File: src/rtl/enr_pkg.sv
package enr_pkg;
   typedef enum logic {
      EDGE_FALL = 1'b0,
      EDGE_RISE = 1'b1
   } edge_sel_e;
endpackage

File: src/rtl/enr_tick_div.sv
module enr_tick_div #(
   parameter int DIV_LOG2 = 4
) (
   input  logic clk,
   input  logic rst_n,
   input  logic osc_tick,
   output logic samp_fall
);
   logic [DIV_LOG2-1:0] div_q;

   generate
      if (DIV_LOG2 < 1) begin : g_bad_div
         $error("enr_tick_div: DIV_LOG2 must be at least 1");
      end
   endgenerate

   always_ff @(posedge clk or negedge rst_n) begin
      if (!rst_n)        div_q <= '0;
      else if (osc_tick) div_q <= div_q + 1'b1;
   end

   // the sampling wave is div_q's MSB; it falls when the divider wraps
   assign samp_fall = osc_tick & (&div_q);
endmodule

File: src/rtl/enr_sync.sv
module enr_sync #(
   parameter int   STAGES  = 2,
   parameter logic RST_VAL = 1'b1
) (
   input  logic clk,
   input  logic rst_n,
   input  logic d,
   output logic q
);
   logic [STAGES-1:0] chain;

   generate
      if (STAGES < 2) begin : g_bad_stages
         $error("enr_sync: STAGES must be at least 2");
      end
      for (genvar i = 0; i < STAGES; i++) begin : g_stg
         if (i == 0) begin : g_first
            always_ff @(posedge clk or negedge rst_n) begin
               if (!rst_n) chain[0] <= RST_VAL;
               else        chain[0] <= d;
            end
         end else begin : g_next
            always_ff @(posedge clk or negedge rst_n) begin
               if (!rst_n) chain[i] <= RST_VAL;
               else        chain[i] <= chain[i-1];
            end
         end
      end
   endgenerate

   assign q = chain[STAGES-1];
endmodule

File: src/rtl/enr_level_filter.sv
module enr_level_filter #(
   parameter int   CONFIRM = 2,
   parameter logic RST_VAL = 1'b1,
   localparam int  HW      = $clog2(CONFIRM + 1)
) (
   input  logic          clk,
   input  logic          rst_n,
   input  logic          en,
   input  logic          lvl_in,
   input  logic          samp_fall,
   output logic          acc_lvl,
   output logic [HW-1:0] hits
);
   generate
      if (CONFIRM < 1) begin : g_bad_confirm
         $error("enr_level_filter: CONFIRM must be at least 1");
      end
   endgenerate

   always_ff @(posedge clk or negedge rst_n) begin
      if (!rst_n) begin
         acc_lvl <= RST_VAL;
         hits    <= '0;
      end else if (!en) begin
         // track the line so enabling the filter never makes a false edge
         acc_lvl <= lvl_in;
         hits    <= '0;
      end else if (lvl_in == acc_lvl) begin
         hits    <= '0;
      end else if (samp_fall) begin
         if (hits == HW'(CONFIRM - 1)) begin
            acc_lvl <= lvl_in;
            hits    <= '0;
         end else begin
            hits    <= hits + 1'b1;
         end
      end
   end
endmodule

File: src/rtl/enr_edge_count.sv
module enr_edge_count
   import enr_pkg::*;
#(
   parameter int             CNT_W    = 8,
   parameter logic [CNT_W-1:0] CNT_INIT = '1,
   parameter logic           RST_LVL  = 1'b1
) (
   input  logic             clk,
   input  logic             rst_n,
   input  logic             lvl,
   input  edge_sel_e        pol,
   output logic             strobe,
   output logic [CNT_W-1:0] count
);
   logic prev_q;

   generate
      if (CNT_W < 1) begin : g_bad_width
         $error("enr_edge_count: CNT_W must be at least 1");
      end
   endgenerate

   always_comb begin
      if (pol == EDGE_FALL) strobe = prev_q & ~lvl;
      else                  strobe = ~prev_q & lvl;
   end

   always_ff @(posedge clk or negedge rst_n) begin
      if (!rst_n) begin
         prev_q <= RST_LVL;
         count  <= CNT_INIT;
      end else begin
         prev_q <= lvl;
         if (strobe) count <= count - 1'b1;
      end
   end
endmodule

File: src/rtl/event_noise_rejector.sv
module event_noise_rejector
   import enr_pkg::*;
#(
   parameter int               CNT_W       = 8,
   parameter logic [CNT_W-1:0] CNT_INIT    = '1,
   parameter int               SYNC_STAGES = 2,
   parameter int               DIV_LOG2    = 4,
   parameter int               CONFIRM     = 2,
   parameter logic             IDLE_LVL    = 1'b1
) (
   input  logic             clk,
   input  logic             rst_n,
   input  logic             osc_tick,
   input  logic             evt_pin,
   input  logic             rej_en,
   input  logic             edge_pol,
   output logic             cnt_strobe,
   output logic [CNT_W-1:0] evt_count
);
   localparam int HW = $clog2(CONFIRM + 1);

   logic          pin_s;
   logic          samp_fall;
   logic          acc_lvl;
   logic          cnt_lvl;
   logic [HW-1:0] hit_cnt;

   enr_sync #(.STAGES(SYNC_STAGES), .RST_VAL(IDLE_LVL)) u_sync (
      .clk(clk), .rst_n(rst_n), .d(evt_pin), .q(pin_s)
   );

   enr_tick_div #(.DIV_LOG2(DIV_LOG2)) u_div (
      .clk(clk), .rst_n(rst_n), .osc_tick(osc_tick), .samp_fall(samp_fall)
   );

   enr_level_filter #(.CONFIRM(CONFIRM), .RST_VAL(IDLE_LVL)) u_filt (
      .clk(clk), .rst_n(rst_n), .en(rej_en), .lvl_in(pin_s),
      .samp_fall(samp_fall), .acc_lvl(acc_lvl), .hits(hit_cnt)
   );

   assign cnt_lvl = rej_en ? acc_lvl : pin_s;

   enr_edge_count #(.CNT_W(CNT_W), .CNT_INIT(CNT_INIT), .RST_LVL(IDLE_LVL)) u_cnt (
      .clk(clk), .rst_n(rst_n), .lvl(cnt_lvl), .pol(edge_sel_e'(edge_pol)),
      .strobe(cnt_strobe), .count(evt_count)
   );
endmodule

File: config.mk
export PLATFORM = sky130hd
export DESIGN_NAME = event_noise_rejector
export DESIGN_NICKNAME = d
export VERILOG_FILES = /design/src/rtl/enr_pkg.sv /design/src/rtl/enr_tick_div.sv /design/src/rtl/enr_sync.sv /design/src/rtl/enr_level_filter.sv /design/src/rtl/enr_edge_count.sv /design/src/rtl/event_noise_rejector.sv
export SDC_FILE = /design/constraint.sdc
export NUM_CORES = 1
export LEC_CHECK = 0
export BUFFER_PORTS_ARGS = -buffer_cell sky130_fd_sc_hd__buf_2
export CORE_MARGIN = 4
export CORE_UTILIZATION = 55
export CTS_BUF_LIST = sky130_fd_sc_hd__clkbuf_2
export CTS_CLUSTER_DIAMETER = 50
export CTS_CLUSTER_SIZE = 25
export DETAILED_ROUTE_END_ITERATION = 6
export PLACE_DENSITY = 0.9
export SYNTH_ARGS = -nofsm -noshare
export SYNTH_HDL_FRONTEND = slang
export SYNTH_SLANG_ARGS = --single-unit
File: constraint.sdc
create_clock -name clk -period 1.8 [get_ports clk]
set_input_delay 0.09 -clock clk [delete_from_list [all_inputs] [get_ports clk]]
set_output_delay 0.09 -clock clk [all_outputs]
set_load 0.01 [all_outputs]
Word-level counts from Yosys, hierarchy flattened
Cells that the tools add are included.
{"block": "totals", "reg_bits": 18, "output_inout_bits": 9, "wordCells": 33}
{"block": "classes", "addsub": 3, "eq_ne": 6, "mux": 10, "bitwise_logic": 5, "n_reduce_logical": 2}
{"op": "$mux W2", "count": 4}
{"op": "$sub A8 B1 Y8 const B", "count": 1}
{"op": "$mux W1", "count": 6}
{"op": "$add A4 B1 Y4 const B", "count": 1}
{"op": "$ne A2 B1 Y1 const B", "count": 2}
{"op": "$reduce_and A4 Y1", "count": 1}
{"op": "$and A1 B1 Y1", "count": 3}
{"op": "$ne A3 B1 Y1 const B", "count": 1}
{"op": "$reduce_and A3 Y1", "count": 1}
{"op": "$add A2 B1 Y2 const B", "count": 1}
{"op": "$eq A2 B1 Y1 const B", "count": 1}
{"op": "$ne A2 B2 Y1 const B", "count": 1}
{"op": "$not A1 Y1", "count": 2}
{"op": "$eq A1 B1 Y1", "count": 1}

Depth between registers and ports, before layout
{"block": "logic_depth", "ltp_word": 5, "depth_mapped": 5, "ltp_nobuf": 5}

Modules after synthesis
A second synthesis with hierarchy kept.
{"block": "hier_totals", "cells_unflattened": 63, "area_unflattened_um2": 843.3}
{"module": "enr_edge_count", "n_inst": 1, "cells_per_inst": 35, "area_each_um2": 459.2, "seq_area_each_um2": 236.5}
{"module": "enr_tick_div", "n_inst": 1, "cells_per_inst": 13, "area_each_um2": 167.7, "seq_area_each_um2": 100.1}
{"module": "enr_level_filter", "n_inst": 1, "cells_per_inst": 12, "area_each_um2": 148.9, "seq_area_each_um2": 76.3}
{"module": "enr_sync", "n_inst": 1, "cells_per_inst": 2, "area_each_um2": 52.6, "seq_area_each_um2": 52.6}
{"module": "event_noise_rejector", "n_inst": 1, "cells_per_inst": 1, "area_each_um2": 15.0, "seq_area_each_um2": 0.0}

Least setup slack after synthesis
Ideal clock, no wire load.
{"block": "synth_path", "kind": "reg2reg", "from": "register u_filt.acc_lvl", "to": "register u_cnt.count[5]", "setup_time_ps": 81, "arrival_ps": 1338, "t_required_ps": 1719, "slack_ps": 381, "path_stages_with_launch": 5, "path_buffers": 0, "cell_sequence": "dfstp_2 -> mux2_4 -> mux2i_4 -> nand4b_1 -> xnor2_1"}
{"block": "synth_between", "elab_chain_cells": 4, "elab_cells_between_ends": 5}
{"element": "start: declaration", "line_no": "enr_level_filter.sv:11", "rtl": "output logic acc_lvl,"}
{"element": "start signal: assignment", "line_no": "enr_level_filter.sv:26", "rtl": "acc_lvl <= lvl_in;"}
{"element": "start signal: assignment", "line_no": "enr_level_filter.sv:32", "rtl": "acc_lvl <= lvl_in;"}
{"element": "$mux W1 (*)", "line_no": "event_noise_rejector.sv:41", "rtl": "assign cnt_lvl = rej_en ? acc_lvl : pin_s;"}
{"element": "via cnt_lvl", "line_no": "event_noise_rejector.sv:25", "rtl": "logic cnt_lvl;"}
{"element": "$not A1 Y1", "line_no": "enr_edge_count.sv:24", "rtl": "if (pol == EDGE_FALL) strobe = prev_q & ~lvl;"}
{"element": "$and A1 B1 Y1", "line_no": "enr_edge_count.sv:24"}
{"element": "$mux W1 (*)", "line_no": "enr_edge_count.sv:24"}
{"element": "via cnt_strobe", "line_no": "event_noise_rejector.sv:17", "rtl": "output logic cnt_strobe,"}
{"element": "end signal: assignment", "line_no": "enr_edge_count.sv:34", "rtl": "if (strobe) count <= count - 1'b1;"}
{"element": "end: declaration", "line_no": "enr_edge_count.sv:13", "rtl": "output logic [CNT_W-1:0] count"}
The timed path passes the listed nets; every way through them passes the cells marked *.
A chain may end at the register's enable or synchronous reset.

Final worst setup path
{"block": "layout_path", "from": "input rej_en", "to": "output cnt_strobe"}
{"block": "layout_between", "elab_chain_cells": 4, "elab_cells_between_ends": 5}
{"element": "start: declaration", "line_no": "event_noise_rejector.sv:15", "rtl": "input logic rej_en,"}
{"element": "$mux W1 (*)", "line_no": "event_noise_rejector.sv:41"}
{"element": "via cnt_lvl", "line_no": "event_noise_rejector.sv:25"}
{"element": "$not A1 Y1", "line_no": "enr_edge_count.sv:24"}
{"element": "$and A1 B1 Y1", "line_no": "enr_edge_count.sv:24"}
{"element": "$mux W1 (*)", "line_no": "enr_edge_count.sv:24"}
{"element": "end: declaration", "line_no": "event_noise_rejector.sv:17"}
Marked as above.

==> impl_metrics.json <==
{
  "status": "completed",
  "die_area_sq_um": 2089,
  "maxSlewViolCount": 0,
  "synth-seq-cells": 18,
  "core_sq_um": 1318,
  "ys.flop_type": "dfstp_2",
  "antenna_found_initial": 0,
  "cap_violations": 0,
  "finClkSkew_ns": 0.009370,
  "root_buffer": "clkbuf_2",
  "hp-class": "in2async",
  "dp_hpwl_um": 972.6,
  "grt_start_max_net_pins": 19,
  "max_slew.worst_pin.slew_ns": 0.3649,
  "cp-end-kind": "primary output",
  "finalSetupViolCount": 0,
  "syn2layout_area_growth_pct": 19.04,
  "yosysSeqAreaShare_pct": 59.52,
  "nets": 90,
  "clock_sinks": 18,
  "drc": 0,
  "cts_hold_buf": 2,
  "grt_pass1_vias": 498,
  "die_h_um": 45.71,
  "critPathSlowestCell": "dlygate4sd3_1",
  "vias": 511,
  "hold_viol": 0,
  "cpMostUsedCell": "buf_2",
  "syn_nets": 67,
  "drt-initial-drc-count": 4,
  "postRouteWirelength_um": 1321,
  "maxSlewHeadroom_pct": 75.45,
  "required_ns": 1.71,
  "cts_setup_buffers": 0,
  "netlist_area_sq_um": 782.0,
  "syn_avg_cell_area_sq_um": 13.25,
  "dieWidth_um": 45.71,
  "synth_warnings": 0,
  "wl_per_cell_um": 13.76,
  "cp_max_fo": 10,
  "p_leak_nw": 0.4026,
  "htree_levels": 1,
  "rows": 13,
  "numCtsBuffers": 3,
  "setup_tns_ns": 0,
  "ant_nets": 0,
  "grt_remaining_overflow": 0,
  "syn_inst": 59,
  "synth_cell_types": 21,
  "io_pins": 15,
  "p_per_area_nw_per_um2": 1490,
  "min_period_ns": 1.695,
  "cp_cell_sequence": "dlygate4sd3_1 > buf_2 > mux2_4 > mux2i_4 > buf_2",
  "grt_use_total_pct": 15.14,
  "vdd_ir_drop_max_mv": 0.7715,
  "ys_async_sr_fraction_pct": 100.0,
  "rsz0062_at_grt": "no",
  "fin_crit_sh_pct": 94.16,
  "diodes": 0,
  "clk_path_buf_depth": 2,
  "crit_arrival_ns": 1.60,
  "grt_pass1_wl_um": 2187,
  "place_congestion": 0.6467,
  "cp-start-kind": "primary input",
  "cts_tree": "yes",
  "hold_ws_ns": 0.2080,
  "cts.clk_slew.worst_paths_ns": 0.17,
  "max_freq_ghz": 0.5900,
  "layout-drive-gt1-share_pct": 43.21,
  "initial_utilization_pct": 59.35,
  "drtPass1Iterations": 3,
  "port_buffers": 14,
  "cts-resized-gates": 0,
  "viasPerCell": 5.323,
  "path_class": "in2out",
  "synth_edf_count": 0,
  "worstSkewPairLatency_ns": 0.29,
  "slowest_delay_ns": 0.53
}
cells in the mapped netlist, types with 2 or more instances:
| cell type | instances | area, sq um |
|---|---|---|
| nand3_1 | 2 | 10.01 |
| nand2b_1 | 2 | 12.51 |
| dfstp_2 | 12 | 315.3 |
| inv_1 | 2 | 7.510 |
| nor2_1 | 4 | 15.01 |
| mux2_2 | 2 | 22.52 |
| nand2_1 | 4 | 15.01 |
| nand4b_1 | 2 | 17.52 |
| xnor2_1 | 10 | 87.58 |
| ha_1 | 2 | 25.02 |
| xor2_1 | 2 | 17.52 |
| dfrtp_1 | 6 | 150.1 |
placed cells by master, fill, tap and decap left out:
cell type / synthesis / final
mux2_4: 1 / 1
o21ai_0: 1 / 1
nand2b_1: 2 / 2
dfstp_2: 12 / 12
xor2_1: 2 / 2
nand4_1: 1 / 1
dlygate4sd3_1: 0 / 4
nand3_1: 2 / 2
nand4b_1: 2 / 2
inv_1: 2 / 2
and4_1: 1 / 1
ha_1: 2 / 2
nand2_1: 4 / 4
buf_2: 0 / 14
clkbuf_2: 0 / 4
a21oi_1: 1 / 1
nor2_1: 4 / 4
mux2i_4: 1 / 1
nand3b_1: 1 / 1
and4_2: 1 / 1
xnor2_1: 10 / 10
dfrtp_1: 6 / 6
mux2_2: 2 / 2
nor4_1: 1 / 1
critical path: cells and delay by family:
family / cells / cell delay, ns
buffers and inverters: 3 / 0.88
muxes: 2 / 0.63
layout make-up:
cell class                 instances  area [sq um]
multi-input combinational         39         309.0
inverter                           2         7.507
sequential                        18         465.4
clock buffer                       4         20.02
fill                              97         386.6
tap                               15         18.77
timing repair buffer              18         110.1
cells by family after synthesis:
kind of cell | count (synthesis) | synth area share (%)
mux | 4 | 7.679
xor+xnor | 12 | 13.44
simple gates | 19 | 13.92
fa+ha+maj | 2 | 3.199
flops | 18 | 59.52
buf+inv | 2 | 0.9604
compound gates | 2 | 1.279
stage by stage:
step / utilization [%] / instance area (sq um) / cells / power, mW / setup WS [ns]
global placement: 66.10 / 870.8 / 88 / 1.175 / 0.3770
detailed placement: 66.10 / 870.8 / 88 / 1.211 / 0.3117
finish: 70.66 / 930.9 / 96 / 1.387 / 0.1051
floorplan: - / 782.0 / 59 / 1.036 / 0.3808
CTS: 69.14 / 910.9 / 94 / 1.394 / 0.1033
global route: 70.66 / 930.9 / 96 / 1.488 / 0.01535
routing by layer:
metal / global-route usage [%] / share of wire [%] / vias up
met2: 22.84 / 48 / 9
met5: 0 / 0 / -
met4: 8.523 / 0.76 / 0
li1: - / - / 249
met1: 19.13 / 47 / 251
met3: 4.743 / 4.9 / 2
state kept, by name, summed over array words and instances (netlist names):
register        flops
u_filt.acc_lvl      1
u_filt.hits         2
u_sync.chain        1
u_cnt.count         8
u_div.div_q         4
u_cnt.prev_q        1
u_sync.q            1
where the power goes:
group | total, mW | internal (mW) | switching [mW]
clock | 0.179 | 0.0589 | 0.120
sequential | 0.757 | 0.619 | 0.137
combinational | 0.452 | 0.234 | 0.218
total | 1.39 | 0.912 | 0.475
path summary, 6_finish.rpt:
| kind | start | to | slack [ns] | cells past startpoint |
|---|---|---|---|---|
| max reg2reg | u_filt.acc_lvl$_DFFE_PN1P_ | u_cnt.count[7]$_DFFE_PN1P_ | 0.27 | 4 |
| min reg2reg | u_sync.chain[0]$_DFF_PN1_ | u_sync.q$_DFF_PN1_ | 0.38 | 0 |
| min in group clk | edge_pol | u_cnt.count[0]$_DFFE_PN1P_ | 0.27 | 4 |
| max | rej_en | cnt_strobe | 0.11 | 5 |
| max in group asynchronous | rst_n | u_cnt.count[5]$_DFFE_PN1P_ | 1.27 | 2 |
| min | rst_n | u_div.div_q[1]$_DFFE_PN0P_ | 0.21 | 2 |
Power figures use the tool's default switching activity.
